<file path="config.mk">
export PLATFORM = sky130hd
export DESIGN_NAME = dma_ctl_top
export DESIGN_NICKNAME = d
export VERILOG_FILES = /design/src/rtl/dma_ctl_pkg.sv /design/src/rtl/dma_step_calc.sv /design/src/rtl/dma_chan_regs.sv /design/src/rtl/dma_dack_gen.sv /design/src/rtl/dma_ctl_top.sv
export SDC_FILE = /design/constraint.sdc
export NUM_CORES = 1
export LEC_CHECK = 0
export BUFFER_PORTS_ARGS = -buffer_cell sky130_fd_sc_hd__buf_4
export CAP_MARGIN = 0
export CORE_MARGIN = 3
export CORE_UTILIZATION = 43
export CTS_BUF_LIST = sky130_fd_sc_hd__clkbuf_8
export DETAILED_ROUTE_END_ITERATION = 10
export PLACE_DENSITY = 0.67
export SLEW_MARGIN = 15
export SYNTH_ARGS = -nofsm -noshare
export SYNTH_HDL_FRONTEND = slang
export SYNTH_SLANG_ARGS = --single-unit
</file>
<file path="constraint.sdc">
create_clock -name clk -period 4.2 [get_ports clk]
set_input_delay 0.42 -clock clk [delete_from_list [all_inputs] [get_ports clk]]
set_output_delay 0.42 -clock clk [all_outputs]
set_load 0.1 [all_outputs]
</file>
<file path="src/rtl/dma_ctl_pkg.sv">
package dma_ctl_pkg;

  typedef enum logic [1:0] {
    DM_FIXED = 2'b00,
    DM_INC   = 2'b01,
    DM_DEC   = 2'b10,
    DM_RSVD  = 2'b11
  } dst_mode_e;

  typedef enum logic [1:0] {
    SZ_B8   = 2'b00,
    SZ_B16  = 2'b01,
    SZ_B32  = 2'b10,
    SZ_LINE = 2'b11
  } xfer_size_e;

  // control word: {ack_level, ack_phase, dmode}
  typedef struct packed {
    logic      ack_level;
    logic      ack_phase;
    dst_mode_e dmode;
  } chan_ctl_t;

  localparam int CTL_W = $bits(chan_ctl_t);

  // byte count moved by one transfer of the given size
  function automatic logic [4:0] step_bytes(xfer_size_e s);
    case (s)
      SZ_B8:   step_bytes = 5'd1;
      SZ_B16:  step_bytes = 5'd2;
      SZ_B32:  step_bytes = 5'd4;
      default: step_bytes = 5'd16;
    endcase
  endfunction

  // forbidden combinations of mode, size and X/Y destination
  function automatic logic setting_bad(dst_mode_e m, xfer_size_e s, logic xy);
    setting_bad = (m == DM_RSVD)
               || (m == DM_DEC   && s == SZ_LINE)
               || (m == DM_FIXED && s == SZ_LINE && xy);
  endfunction

endpackage

</file>
<file path="src/rtl/dma_step_calc.sv">
module dma_step_calc
  import dma_ctl_pkg::*;
#(
  parameter int AW = 32
) (
  input  logic [AW-1:0] cur_addr,
  input  dst_mode_e     mode,
  input  xfer_size_e    size,
  input  logic          xy,
  output logic [AW-1:0] next_addr,
  output logic          bad
);

  logic [AW-1:0] mag;

  always_comb begin
    mag = AW'(step_bytes(size));
    bad = setting_bad(mode, size, xy);
    case (mode)
      DM_INC:  next_addr = cur_addr + mag;
      DM_DEC:  next_addr = cur_addr - mag;
      default: next_addr = cur_addr;
    endcase
  end

endmodule

</file>
<file path="src/rtl/dma_chan_regs.sv">
module dma_chan_regs
  import dma_ctl_pkg::*;
#(
  parameter int AW      = 32,
  parameter bit HAS_ACK = 1'b0
) (
  input  logic          clk,
  input  logic          rst_n,
  input  logic          wr_ctl,
  input  logic          wr_addr,
  input  chan_ctl_t     ctl_wdata,
  input  logic [AW-1:0] addr_wdata,
  input  logic          upd_en,
  input  logic [AW-1:0] upd_addr,
  output chan_ctl_t     ctl_q,
  output logic [AW-1:0] addr_q
);

  chan_ctl_t ctl_d;

  always_comb begin
    ctl_d = ctl_wdata;
    if (!HAS_ACK) begin
      ctl_d.ack_level = 1'b0;
      ctl_d.ack_phase = 1'b0;
    end
  end

  always_ff @(posedge clk or negedge rst_n) begin
    if (!rst_n) begin
      ctl_q  <= '0;
      addr_q <= '0;
    end else begin
      if (wr_ctl) ctl_q <= ctl_d;
      if (wr_addr)     addr_q <= addr_wdata;
      else if (upd_en) addr_q <= upd_addr;
    end
  end

  // with no write and no update for this channel, the address holds
  assert_addr_hold_R7: assert property (@(posedge clk) disable iff (!rst_n)
    (!wr_addr && !upd_en) |=> $stable(addr_q));

  // a stepping mode always moves the address on a legal update
  assert_step_moves_R4: assert property (@(posedge clk) disable iff (!rst_n)
    (upd_en && !wr_addr && (ctl_q.dmode == DM_INC || ctl_q.dmode == DM_DEC))
      |=> (addr_q != $past(addr_q)));

endmodule

</file>
<file path="src/rtl/dma_dack_gen.sv">
module dma_dack_gen #(
  parameter int CHW = 2
) (
  input  logic           clk,
  input  logic           rst_n,
  input  logic           ack_phase,
  input  logic           ack_level,
  input  logic           dual_mode,
  input  logic [CHW-1:0] cyc_ch,
  input  logic           rd_phase,
  input  logic           wr_phase,
  output logic           dack
);

  logic own_cycle;
  logic phase_hit;
  logic ack_active;

  always_comb begin
    own_cycle  = (cyc_ch == '0);
    phase_hit  = dual_mode ? (ack_phase ? wr_phase : rd_phase)
                           : (rd_phase | wr_phase);
    ack_active = own_cycle && phase_hit;
    dack       = ack_level ? ack_active : ~ack_active;
  end

  // with no phase strobe, the pin sits at its inactive level
  assert_dack_idle_R10: assert property (@(posedge clk) disable iff (!rst_n)
    (!rd_phase && !wr_phase) |-> (dack == ~ack_level));

  // cycles owned by other channels never activate the pin
  assert_dack_foreign_R8: assert property (@(posedge clk) disable iff (!rst_n)
    (cyc_ch != '0) |-> (dack == ~ack_level));

endmodule

</file>
<file path="src/rtl/dma_ctl_top.sv">
module dma_ctl_top
  import dma_ctl_pkg::*;
#(
  parameter int NCH = 4,
  parameter int AW  = 32,
  localparam int CHW = $clog2(NCH)
) (
  input  logic              clk,
  input  logic              rst_n,
  input  logic              bus_we,
  input  logic              bus_sel,
  input  logic [CHW-1:0]    bus_ch,
  input  logic [AW-1:0]     bus_wdata,
  output logic [AW-1:0]     bus_rdata,
  input  logic              xfer_done,
  input  logic [CHW-1:0]    xfer_ch,
  input  logic [1:0]        xfer_size,
  input  logic              dst_xy,
  input  logic              dual_mode,
  input  logic [CHW-1:0]    cyc_ch,
  input  logic              rd_phase,
  input  logic              wr_phase,
  output logic [NCH*AW-1:0] dest_addr,
  output logic              dack,
  output logic              illegal
);

  chan_ctl_t     ctl_q  [NCH];
  logic [AW-1:0] addr_q [NCH];
  logic [NCH-1:0] wr_ctl_hit;
  logic [NCH-1:0] wr_addr_hit;
  logic [NCH-1:0] upd_hit;

  logic [AW-1:0] sel_addr;
  dst_mode_e     sel_mode;
  logic [AW-1:0] step_next;
  logic          step_bad;
  logic          illegal_q;
  chan_ctl_t     ctl_wdata;

  assign ctl_wdata = chan_ctl_t'(bus_wdata[CTL_W-1:0]);
  assign sel_addr  = addr_q[xfer_ch];
  assign sel_mode  = ctl_q[xfer_ch].dmode;

  // one shared step unit serves whichever channel completed
  dma_step_calc #(.AW(AW)) u_step (
    .cur_addr  (sel_addr),
    .mode      (sel_mode),
    .size      (xfer_size_e'(xfer_size)),
    .xy        (dst_xy),
    .next_addr (step_next),
    .bad       (step_bad)
  );

  for (genvar i = 0; i < NCH; i++) begin : g_ch
    assign wr_ctl_hit[i]  = bus_we && !bus_sel && (bus_ch == CHW'(i));
    assign wr_addr_hit[i] = bus_we &&  bus_sel && (bus_ch == CHW'(i));
    assign upd_hit[i]     = xfer_done && !step_bad && (xfer_ch == CHW'(i));

    dma_chan_regs #(.AW(AW), .HAS_ACK(i == 0)) u_regs (
      .clk        (clk),
      .rst_n      (rst_n),
      .wr_ctl     (wr_ctl_hit[i]),
      .wr_addr    (wr_addr_hit[i]),
      .ctl_wdata  (ctl_wdata),
      .addr_wdata (bus_wdata),
      .upd_en     (upd_hit[i]),
      .upd_addr   (step_next),
      .ctl_q      (ctl_q[i]),
      .addr_q     (addr_q[i])
    );

    assign dest_addr[i*AW +: AW] = addr_q[i];
  end

  always_ff @(posedge clk or negedge rst_n) begin
    if (!rst_n) illegal_q <= 1'b0;
    else        illegal_q <= xfer_done && step_bad;
  end
  assign illegal = illegal_q;

  always_comb begin
    if (bus_sel) bus_rdata = addr_q[bus_ch];
    else         bus_rdata = {{(AW-CTL_W){1'b0}}, ctl_q[bus_ch]};
  end

  dma_dack_gen #(.CHW(CHW)) u_dack (
    .clk       (clk),
    .rst_n     (rst_n),
    .ack_phase (ctl_q[0].ack_phase),
    .ack_level (ctl_q[0].ack_level),
    .dual_mode (dual_mode),
    .cyc_ch    (cyc_ch),
    .rd_phase  (rd_phase),
    .wr_phase  (wr_phase),
    .dack      (dack)
  );

  // an illegal transfer raises the flag on the next cycle
  assert_bad_flags_R6: assert property (@(posedge clk) disable iff (!rst_n)
    (xfer_done && step_bad) |=> illegal);

  // the flag never rises without a transfer strobe before it
  assert_flag_cause_R6: assert property (@(posedge clk) disable iff (!rst_n)
    illegal |-> $past(xfer_done));

  // ack bits of channels other than 0 read as zero
  assert_ro_ack_R11: assert property (@(posedge clk) disable iff (!rst_n)
    (!bus_sel && bus_ch != '0) |-> (bus_rdata[CTL_W-1:CTL_W-2] == 2'b00));

endmodule

</file>
Word-level counts from Yosys, hierarchy flattened
Index checks and enable logic that the tools add are counted.
{"block": "word_totals", "regBits": 139, "in_bits": 49, "output_inout_bits": 162, "wordCells": 90}
{"block": "op_classes", "n_reduce_logical": 33, "magnitude_cmp": 2, "n_bitwise": 4, "addsub": 2, "n_eq_ne": 12, "mux": 26}
{"operator": "$mux 32", "n": 13}
{"operator": "$bmux 32 s2", "n": 2}
{"operator": "$pmux 32 s2", "n": 1}
{"operator": "$add 32x5->32", "n": 1}
{"operator": "$sub 32x5->32", "n": 1}
{"operator": "$logic_and 1x1->1", "n": 20}
{"operator": "$bmux 4 s2", "n": 2}
{"operator": "$eq 2x2->1 const B", "n": 8}
{"operator": "$pmux 5 s3", "n": 1}
{"operator": "$logic_not 2->1", "n": 5}
{"operator": "$eq 2x1->1 const B", "n": 4}
{"operator": "$mux 4", "n": 2}
{"operator": "$reduce_bool 2->1", "n": 4}
{"operator": "$ge 3x3->1 const B", "n": 2}
{"operator": "$not 2->3", "n": 2}
{"operator": "$mux 2", "n": 2}
{"operator": "$mux 1", "n": 3}
{"operator": "$logic_not 1->1", "n": 2}
{"operator": "$logic_or 1x1->1", "n": 2}
{"operator": "$not 1->1", "n": 1}
{"operator": "$or 1x1->1", "n": 1}

Longest topological paths before layout
Gate-level depths: netlist (run 1).
{"block": "depth", "ltp_word": 13, "ltp_mapped": 22, "depth_no_buf": 16}

By module
Synthesis (run 1) repeated with hierarchy kept, for this count alone.
{"block": "hier_totals", "cells_unflattened": 1049, "area_unflattened_um2": 10749.1}
{"module": "dma_chan_regs (g_ch[1].u_regs ...)", "area_each_um2": 1606.5, "seq_area_each_um2": 850.8, "instances": 3, "cells_each": 146}
{"module": "dma_step_calc", "area_each_um2": 2143.3, "seq_area_each_um2": 0.0, "instances": 1, "cells_each": 301}
{"module": "dma_ctl_top", "area_each_um2": 2080.7, "seq_area_each_um2": 25.0, "instances": 1, "cells_each": 157}
{"module": "dma_chan_regs (g_ch[0].u_regs)", "area_each_um2": 1660.3, "seq_area_each_um2": 900.9, "instances": 1, "cells_each": 147}
{"module": "dma_dack_gen", "area_each_um2": 45.0, "seq_area_each_um2": 0.0, "instances": 1, "cells_each": 6}

Worst setup path after synthesis (run 1)
Ideal clock, no wire load.
{"block": "synth_timing", "path_type": "input-to-reg", "startpoint": "input xfer_ch[0]", "endpoint": "register g_ch[0].u_regs.addr_q[25]", "stages": 21, "path_slack_ns": -1.627, "arrival_time_ns": 5.738, "n_path_buf": 6, "required_ns": 4.112, "setup_time_ns": 0.088, "cell_sequence": "buf_6 > buf_1 > buf_2 > clkbuf_1 > mux4_2 > ha_1 > inv_1 > buf_2 > buf_1 > o21bai_1 > ha_1 > nor2b_1 > o2111ai_1 > a21boi_0 > o211ai_2 > a211oi_2 > o22ai_2 > nand2b_1 > mux2i_1 > or4_4 > a41oi_1"}
{"block": "synth_via", "elab_chain_cells": 12, "elab_cells_between_ends": 26, "classes_between": "add/sub: 2; eq/ne: 3; mux: 9; bitwise: 1; reduce/logical: 11"}
{"element": "start: declaration", "line": "dma_ctl_top.sv:16", "source": "input logic [CHW-1:0] xfer_ch,"}
{"element": "parallel branches: the longest is 12 deep, another holds $sub 32x5->32"}
{"element": "end signal: assignment", "line": "dma_chan_regs.sv:35", "source": "if (wr_addr) addr_q <= addr_wdata;"}
{"element": "end signal: assignment", "line": "dma_chan_regs.sv:36", "source": "else if (upd_en) addr_q <= upd_addr;"}
{"element": "end: declaration", "line": "dma_chan_regs.sv:16", "source": "output logic [AW-1:0] addr_q"}
Parallel ways; which one is timed is not known. The select of a mux whose other input is x is not followed.
A chain may end at the register's enable or synchronous reset.

Final worst setup path (run 1)
{"block": "layout_timing", "startpoint": "register g_ch[2].u_regs.ctl_q[1] (netlist name)", "endpoint": "register g_ch[2].u_regs.addr_q[31]"}
{"block": "layout_via", "elab_chain_cells": 11, "elab_cells_between_ends": 19, "classes_between": "eq/ne: 3; mux: 6; reduce/logical: 10"}
{"element": "$bmux 4 s2 *", "line": "dma_ctl_top.sv:43", "source": "assign sel_mode = ctl_q[xfer_ch].dmode;"}
{"element": "$mux 2 (implied by the code) * (2 in series)", "line": "dma_ctl_top.sv:43"}
{"element": "$eq 2x2->1 / $logic_not 2->1 (equally long branches)", "line": "dma_ctl_pkg.sv:39, dma_step_calc.sv:19, dma_ctl_pkg.sv:40"}
{"element": "$logic_and 1x1->1, on equally long branches", "line": "dma_ctl_pkg.sv:39, dma_ctl_pkg.sv:40"}
{"element": "$logic_or 1x1->1 / $logic_and 1x1->1 (equally long branches)", "line": "dma_ctl_pkg.sv:39, dma_ctl_pkg.sv:40"}
{"element": "$logic_or 1x1->1", "line": "dma_ctl_pkg.sv:40", "source": "|| (m == DM_FIXED && s == SZ_LINE && xy);"}
{"element": "$logic_not 1->1", "line": "dma_ctl_top.sv:58", "source": "assign upd_hit[i] = xfer_done && !step_bad && (xfer_ch == CHW'(i));"}
{"element": "$logic_and 1x1->1 (2 in series)", "line": "dma_ctl_top.sv:58"}
{"element": "$reduce_bool 2->1 (no source line)"}
{"element": "end signal: assignment", "line": "dma_chan_regs.sv:35"}
{"element": "end signal: assignment", "line": "dma_chan_regs.sv:36"}
{"element": "end: declaration", "line": "dma_chan_regs.sv:16"}
Mark *: on every way between the ends. The rest lies on a longest branch, timed or not. The select of a mux whose other input is x is not followed.

==> metrics, run 1 <==
run status finished with violations; failing checks hold timing; overall via count from detail_route about 11000; Floorplan Core Area 24400 sq um; fraction of synthesized cell area in xor and xnor cells 2.28%; Final #Nets between 1000 and 1500; transition at the pin with the smallest max-transition slack 0.885 ns; Final Max Tran Viols 0; root buffer cell sky130_fd_sc_hd__clkbuf_8; proportion of register bits with asynchronous set or reset after synthesis 100%; crit path time final 4.03 ns; number of endpoints with negative hold slack in the final report 2; floorplan die width roughly 160 um; total of fill cells in the finished design 2269; number of buffers inserted by post-CTS setup repair 0; via count of the first global-routing pass approximately 10000; standard-cell rows between 50 and 60; clock tree from TritonCTS yes; Hold Crit Class primary input to asynchronous set/reset pin; Finished Core Util 55.1%; cell with the most instances after synthesis sky130_fd_sc_hd__o21ai_0; synth-to-layout area growth 25.7%; Post-Place Cell Area 13000 sq um; compound-cell area share of the yosys netlist roughly 20%; worst slew margin relative to its limit between 40% and 50%; f_max about 250 MHz; HPWL after detailed placement around 29000 um; # resized after CTS 0; effective utilization at floorplan 43.8%; number of detailed-route iterations in the first pass 5; area share of the leading cell type in the synthesized netlist about 33%; number of enable-type register cells in the synthesized netlist 0; setup repair after global routing missed its margin no; sequential cell area between 3000 and 4000 sq um; Max Cap Violations 0; critical path class flip-flop to flip-flop; Multi-input gate area 6910 sq um; Area contributors post-synth sky130_fd_sc_hd__dfrtp_1 33%, sky130_fd_sc_hd__mux4_2 14%, sky130_fd_sc_hd__o21ai_0 7.2%, sky130_fd_sc_hd__nand2_1 5.3%, sky130_fd_sc_hd__a21oi_1 4.6%; global-route wire length before repair between 60000 and 70000 um; number of top-level design ports approximately 210; maximum fanout along the worst path 5; post-synthesis sequential element count 139; Final period util between 90% and 100%; post-synthesis cell type with the largest combined area sky130_fd_sc_hd__dfrtp_1; aggregate routed wire length 39800 um; post-synthesis adder-cell area fraction 3.47%; Synth top cells by count 154 x sky130_fd_sc_hd__o21ai_0, 150 x sky130_fd_sc_hd__nand2_1, 139 x sky130_fd_sc_hd__dfrtp_1; pin count of the biggest net entering global routing a little over 80; number of warnings issued by yosys 0; largest family of logic cells by synthesized area multiplexers; aggregate global-route resource usage between 20 and 30%; Vert. Die Dim about 160 um; final std cell area, no fill between 10000 and 15000 sq um; number of hold buffers added after CTS 0; Worst Path Arrival about 4.4 ns; Total Die Area 26800 sq um; total clock buffers created by CTS 17; diodes inserted 0; sequential share of the synthesized area about a third; Critical Path Start Type flip-flop; setup TNS after final layout 0 ns; # DRC 0; Overflow after GRT 0; depth of the CTS H-tree 4; mean post-synth cell area ~8.8 sq um; Post-Synthesis Cells roughly 1200; number of antenna violations at the first check in global routing 1; maximum number of buffers from clock root to sink 2; mux contribution to synthesized area between 20% and 30%; clock latency reported for the late side of the worst-skew pair between 0.4 and 0.5 ns; count of antenna-violating nets left after detailed routing 0; Primary FF master, synth sky130_fd_sc_hd__dfrtp_1; Fin Hold WS -0.00758 ns; final clock skew ~0.014 ns; clock-pin transition on the worst setup and hold timing paths approximately 0.09 ns; RePlAce Congestion approximately 0.97; routed length per instance approximately 23 um; post-detailed-route via-to-cell ratio a little over 6; final setup violation count 0; Port Buf Inserts 210; Post-Synth Simple-Gate Area between 10% and 20%; DR iter-0 viols ~1200; unique cell type count in the Yosys netlist 64; Sinks on Clock Net ~140; Synthesized Nets between 1000 and 1500; required time of the critical path roughly 4.6 ns; fraction of layout instances using a drive strength above 1 29.5%; kind of end point of the critical path flip-flop; post-synth design cell area roughly 11000 sq um
-- state kept, by name (all words and copies together) (netlist names) --
| signal | count |
|---|---|
| g_ch.u_regs.addr_q | 128 |
| g_ch.u_regs.ctl_q | 10 |
| illegal | 1 |
-- per-stage QoR --
step | instances | setup slack, ns
after global placement | 1721 | 0.0489
after detailed placement | 1721 | 0.0259
after global routing | 1753 | 0.00463
after CTS | 1753 | 0.161
final | 1753 | 0.166
after floorplan | 1211 | -0.162
-- final cells by class --
| type | instances | area share, % |
|---|---|---|
| clock buffer | 17 | 1.74 |
| multi-input combinational | 963 | 51.4 |
| sequential | 139 | 25.9 |
| inverter | 16 | 0.447 |
| tap | 324 | 3.02 |
| timing repair buffer | 279 | 15.9 |
| clock inverter | 15 | 1.57 |
-- critical path: stages (launching register included) --
cell and delay (ns):
sky130_fd_sc_hd__dfrtp_1 0.41, sky130_fd_sc_hd__mux4_2 0.56, sky130_fd_sc_hd__ha_4 0.20, sky130_fd_sc_hd__inv_2 0.10, sky130_fd_sc_hd__nand2_1 0.07, sky130_fd_sc_hd__ha_1 0.33, sky130_fd_sc_hd__a21o_1 0.21, sky130_fd_sc_hd__a21oi_2 0.23
sky130_fd_sc_hd__a21boi_2 0.13, sky130_fd_sc_hd__o2111ai_1 0.36, sky130_fd_sc_hd__and3_1 0.22, sky130_fd_sc_hd__nor2_1 0.07, sky130_fd_sc_hd__a311oi_1 0.31, sky130_fd_sc_hd__mux2_2 0.45, sky130_fd_sc_hd__mux2i_1 0.17, sky130_fd_sc_hd__nand3_1 0.09
-- final timing paths --
path	start	endpoint	slack [ns]	depth (start not counted)
max	g_ch[2].u_regs.ctl_q[1]$_DFFE_PN0P_	g_ch[2].u_regs.addr_q[31]$_DFFE_PN0P_	0.17	15
min	rst_n	g_ch[0].u_regs.addr_q[10]$_DFFE_PN0P_	-0.008	1
max reg2reg	g_ch[2].u_regs.ctl_q[1]$_DFFE_PN0P_	g_ch[2].u_regs.addr_q[31]$_DFFE_PN0P_	0.17	15
min reg2reg	g_ch[2].u_regs.ctl_q[0]$_DFFE_PN0P_	g_ch[2].u_regs.ctl_q[0]$_DFFE_PN0P_	0.55	1
max in group asynchronous	rst_n	g_ch[2].u_regs.addr_q[7]$_DFFE_PN0P_	3.24	2
min in group clk	bus_wdata[22]	g_ch[0].u_regs.addr_q[22]$_DFFE_PN0P_	0.18	3
-- kinds of logic (layout without fill, tap and decap cells) --
kind of cell	Yosys count	count (layout)
simple gates	421	421
compound gates	356	356
flops	139	139
mux	130	130
buf+inv	109	327
fa+ha+maj	29	29
xor+xnor	27	27
-- placed cells by master (no fill, tap or decap), types with 5 or more instances in the layout --
cell type,instances
sky130_fd_sc_hd__and3b_1,5
sky130_fd_sc_hd__mux2_2,18
sky130_fd_sc_hd__o21ai_1,8
sky130_fd_sc_hd__inv_1,15
sky130_fd_sc_hd__a21oi_1,98
sky130_fd_sc_hd__a21o_1,21
sky130_fd_sc_hd__nand2_1,150
sky130_fd_sc_hd__nand3_1,32
sky130_fd_sc_hd__xnor2_1,16
sky130_fd_sc_hd__o31ai_1,6
sky130_fd_sc_hd__o21a_1,9
sky130_fd_sc_hd__a211oi_1,6
sky130_fd_sc_hd__ha_1,26
sky130_fd_sc_hd__xor2_1,9
sky130_fd_sc_hd__o21ai_0,153
sky130_fd_sc_hd__and2_1,34
sky130_fd_sc_hd__and3_1,27
sky130_fd_sc_hd__buf_4,275
sky130_fd_sc_hd__nand4_1,7
sky130_fd_sc_hd__nor3_1,21
sky130_fd_sc_hd__nor2_1,107
sky130_fd_sc_hd__mux2i_1,46
sky130_fd_sc_hd__or3_1,14
sky130_fd_sc_hd__mux4_2,65
sky130_fd_sc_hd__clkbuf_8,17
sky130_fd_sc_hd__dfrtp_1,139
sky130_fd_sc_hd__a31oi_1,7
-- metal layers --
layer	vias up	routed length (um)	GRT usage, %
li1	4834	-	-
met3	61	3400	5.25
met2	549	18000	45.3
met1	5283	17600	44.2
met4	2	746	7.73
met5	-	11	0
Power of run 1 is not shown: default switching activity piles up to over one toggle a cycle in this logic, so the estimate is an artifact.
==> inputs of run 2 (changes only) <==
--- a/config.mk
+++ b/config.mk
@@ -12,6 +12,7 @@
 export CTS_BUF_LIST = sky130_fd_sc_hd__clkbuf_8
 export DETAILED_ROUTE_END_ITERATION = 10
 export PLACE_DENSITY = 0.67
+export SETUP_SLACK_MARGIN = 0.2
 export SLEW_MARGIN = 15
 export SYNTH_ARGS = -nofsm -noshare
 export SYNTH_HDL_FRONTEND = slang
==> run 2 against run 1 <==
Against the previous run:
- setup slack improved by 0.17 ns
- first-iteration DRC count decreased by 9.2%
- final area increased by 0.11%
- sequential share of layout area about the same
- the flow now finishes without violations
==> metrics, run 2 (synthesis results as in run 1) <==
run status finished clean (was finished with violations); effective utilization at floorplan 43.8% (unchanged); Multi-input gate area 6960 sq um (was 6910 sq um); transition at the pin with the smallest max-transition slack 0.896 ns (was 0.885 ns); number of top-level design ports 211 (unchanged); most frequent cells in the layout 274 x sky130_fd_sc_hd__buf_4, 150 x sky130_fd_sc_hd__nand2_1, 147 x sky130_fd_sc_hd__o21ai_0, 139 x sky130_fd_sc_hd__dfrtp_1, 107 x sky130_fd_sc_hd__nor2_1 (was 275 x sky130_fd_sc_hd__buf_4, 153 x sky130_fd_sc_hd__o21ai_0, 150 x sky130_fd_sc_hd__nand2_1, 139 x sky130_fd_sc_hd__dfrtp_1, 107 x sky130_fd_sc_hd__nor2_1); R2R Setup Slk 0.33 ns (was 0.17 ns); # DRC 0 (unchanged); capture instance of the worst register-to-register path g_ch[0].u_regs.addr_q[31]$_DFFE_PN0P_ (was g_ch[2].u_regs.addr_q[31]$_DFFE_PN0P_); sequential cell area 3480 sq um (unchanged); number of hold buffers added after CTS 0 (unchanged); Crit path largest cell delay 0.49 ns (was 0.56 ns); placed insts 1713 (was 1721); Port Buf Inserts 210 (unchanged); Worst Path Arrival 4.19 ns (was 4.39 ns); Reg2Reg Depth 14 (was 15); clock latency reported for the late side of the worst-skew pair 0.46 ns (was 0.48 ns); overall via count from detail_route 10700 (about the same); fraction of layout instances using a drive strength above 1 30.3% (was 29.5%); routed length per instance 22.7 um (about the same); required time of the critical path 4.53 ns (was 4.56 ns); post-detailed-route via-to-cell ratio 6.13 (was 6.12); root buffer cell sky130_fd_sc_hd__clkbuf_8 (unchanged); DR iter-0 viols 1047 (was 1153); launch instance of the worst register-to-register path g_ch[0].u_regs.ctl_q[0]$_DFFE_PN0P_ (was g_ch[2].u_regs.ctl_q[1]$_DFFE_PN0P_); total clock buffers created by CTS 17 (unchanged); Critical Path Start Type flip-flop (unchanged); Final Max Tran Viols 0 (unchanged); aggregate global-route resource usage 29.5% (was 29.8%); Largest Register g_ch.u_regs.addr_q (unchanged); number of detailed-route iterations in the first pass 5 (unchanged); number of antenna violations at the first check in global routing 0 (was 1); f_max 259 MHz (was 248 MHz); final setup violation count 0 (unchanged); global-route wire length before repair 61000 um (was 61600 um); critical path class flip-flop to flip-flop (unchanged); count of antenna-violating nets left after detailed routing 0 (unchanged); maximum fanout along the worst path 14 (was 5); Total Die Area 26800 sq um (unchanged); synth-to-layout area growth 25.9% (was 25.7%); Vert. Die Dim 164 um (unchanged); standard cell with the maximum stage delay on the critical path sky130_fd_sc_hd__mux4_2 (unchanged); Hold Crit Class primary input to asynchronous set/reset pin (unchanged); floorplan die width 164 um (unchanged); maximum number of buffers from clock root to sink 2 (unchanged); series of cell instances along the critical path mux4_2 -> inv_2 -> ha_4 -> ha_1 -> a21o_1 -> a31o_1 -> a22o_1 -> nor3_1 -> and3_1 -> nor2_1 -> a311oi_1 -> mux2_2 -> mux2i_1 -> nand3_1 (was mux4_2 -> ha_4 -> inv_2 -> nand2_1 -> ha_1 -> a21o_1 -> a21oi_2 -> a21boi_2 -> o2111ai_1 -> and3_1 -> nor2_1 -> a311oi_1 -> mux2_2 -> mux2i_1 -> nand3_1); pin count of the biggest net entering global routing 84 (was 81); Overflow after GRT 0 (unchanged); Final #Nets 1494 (unchanged); Largest register FFs 128 (unchanged); Max Cap Violations 0 (unchanged); kind of end point of the critical path flip-flop (unchanged); RePlAce Congestion 0.942 (was 0.974); standard-cell rows 57 (unchanged); Floorplan Core Area 24400 sq um (unchanged); worst slew margin relative to its limit 40.3% (was 41.0%); depth of the CTS H-tree 4 (unchanged); diodes inserted 0 (unchanged); clock-pin transition on the worst setup and hold timing paths 0.09 ns (about the same); aggregate routed wire length 39700 um (was 39800 um); clock tree from TritonCTS yes (unchanged); total of fill cells in the finished design 2207 (was 2269); Final period util 92.1% (was 96.0%); number of endpoints with negative hold slack in the final report 0 (was 2); most frequent standard cell in the layout excluding fill and tap cells sky130_fd_sc_hd__buf_4 (unchanged); via count of the first global-routing pass 10400 (was 10500); final clock skew 0.0162 ns (was 0.0135 ns); crit path time final 3.87 ns (was 4.03 ns); setup repair after global routing missed its margin yes (was no); Sinks on Clock Net 139 (unchanged); final standard cell count with taps included and fillers excluded 1752 (was 1753); HPWL after detailed placement 28300 um (was 28700 um)
## run 2: cell count changes in the layout (fill, tap and decap cells not counted), moves of 2 or more
| cell | change |
|---|---|
| sky130_fd_sc_hd__a21oi_1 | -3 |
| sky130_fd_sc_hd__a21oi_2 | +3 |
| sky130_fd_sc_hd__clkinvlp_4 | +2 |
| sky130_fd_sc_hd__a2111oi_1 | +2 |
| sky130_fd_sc_hd__bufinv_16 | -2 |
| sky130_fd_sc_hd__inv_8 | -2 |
| sky130_fd_sc_hd__o21ai_0 | -6 |
| sky130_fd_sc_hd__clkbuf_8 | +2 |
| sky130_fd_sc_hd__a2111oi_0 | -2 |
| sky130_fd_sc_hd__o21ai_1 | +5 |
## run 2: final cells by class
cell class / count / share of cell area, %
clock buffer: 19 / 1.94
clock inverter: 12 / 1.01
inverter: 16 / 0.447
multi-input combinational: 963 / 51.8
sequential: 139 / 25.9
tap: 324 / 3.02
timing repair buffer: 279 / 15.9
## run 2: critical path: cells and delay by family, from the launching register on
kind | cells | cell delay (ns)
DFF | 1 | 0.42
adders and majority gates | 2 | 0.59
muxes | 3 | 1.09
buffers and inverters | 1 | 0.13
and+or+nand+nor | 4 | 0.52
AOI/OAI and AO/OA | 4 | 0.98
## run 2: worst max-delay path by stage
stage / startpoint / cells past startpoint / slack [ns] / to
floorplan: xfer_ch[0] / 18 / -0.16 / g_ch[0].u_regs.addr_q[25]$_DFFE_PN0P_
global placement: xfer_ch[0] / 16 / 0.09 / g_ch[3].u_regs.addr_q[31]$_DFFE_PN0P_
detailed placement: xfer_ch[0] / 14 / -0.002 / g_ch[3].u_regs.addr_q[27]$_DFFE_PN0P_
CTS: g_ch[0].u_regs.ctl_q[1]$_DFFE_PN0P_ / 15 / 0.23 / g_ch[3].u_regs.addr_q[27]$_DFFE_PN0P_
global route: g_ch[0].u_regs.ctl_q[0]$_DFFE_PN0P_ / 15 / 0.1 / g_ch[0].u_regs.addr_q[31]$_DFFE_PN0P_
finish: g_ch[0].u_regs.ctl_q[0]$_DFFE_PN0P_ / 14 / 0.33 / g_ch[0].u_regs.addr_q[31]$_DFFE_PN0P_
## run 2: stage by stage
| step | hold WS, ns | util, % | worst slack (ns) | TNS (ns) | cell area [sq um] |
|---|---|---|---|---|---|
| 2_1_floorplan | 0.124 | - | -0.162 | -1.48 | 10900 |
| 3_3_place_gp | 0.518 | 53.1 | 0.0894 | 0 | 12900 |
| 3_5_place_dp | 0.523 | 53.1 | -0.00232 | -0.00232 | 12900 |
| 4_1_cts | 0.0357 | 54.7 | 0.231 | 0 | 13400 |
| 5_1_grt | 0.0345 | 55.1 | 0.0973 | 0 | 13400 |
| 6_report | 0.00671 | 55.1 | 0.332 | 0 | 13400 |
## run 2: per-layer routing
metal | up-vias | part of all wire, % | GRT usage, %
li1 | 4830 | - | -
met1 | 5254 | 43 | 42.9
met2 | 560 | 45 | 44.1
met3 | 90 | 9.3 | 6.29
met4 | 0 | 2.7 | 8.92
met5 | - | 0 | 0
## run 2: repair_timing
action,in CTS,in global routing
hold endpoints to repair,0,0
resized for setup,1,11
endpoints found under the setup margin,2,35
pin swaps,0,3
buffers inserted,0,8
Power of run 2 is left out for the same reason.
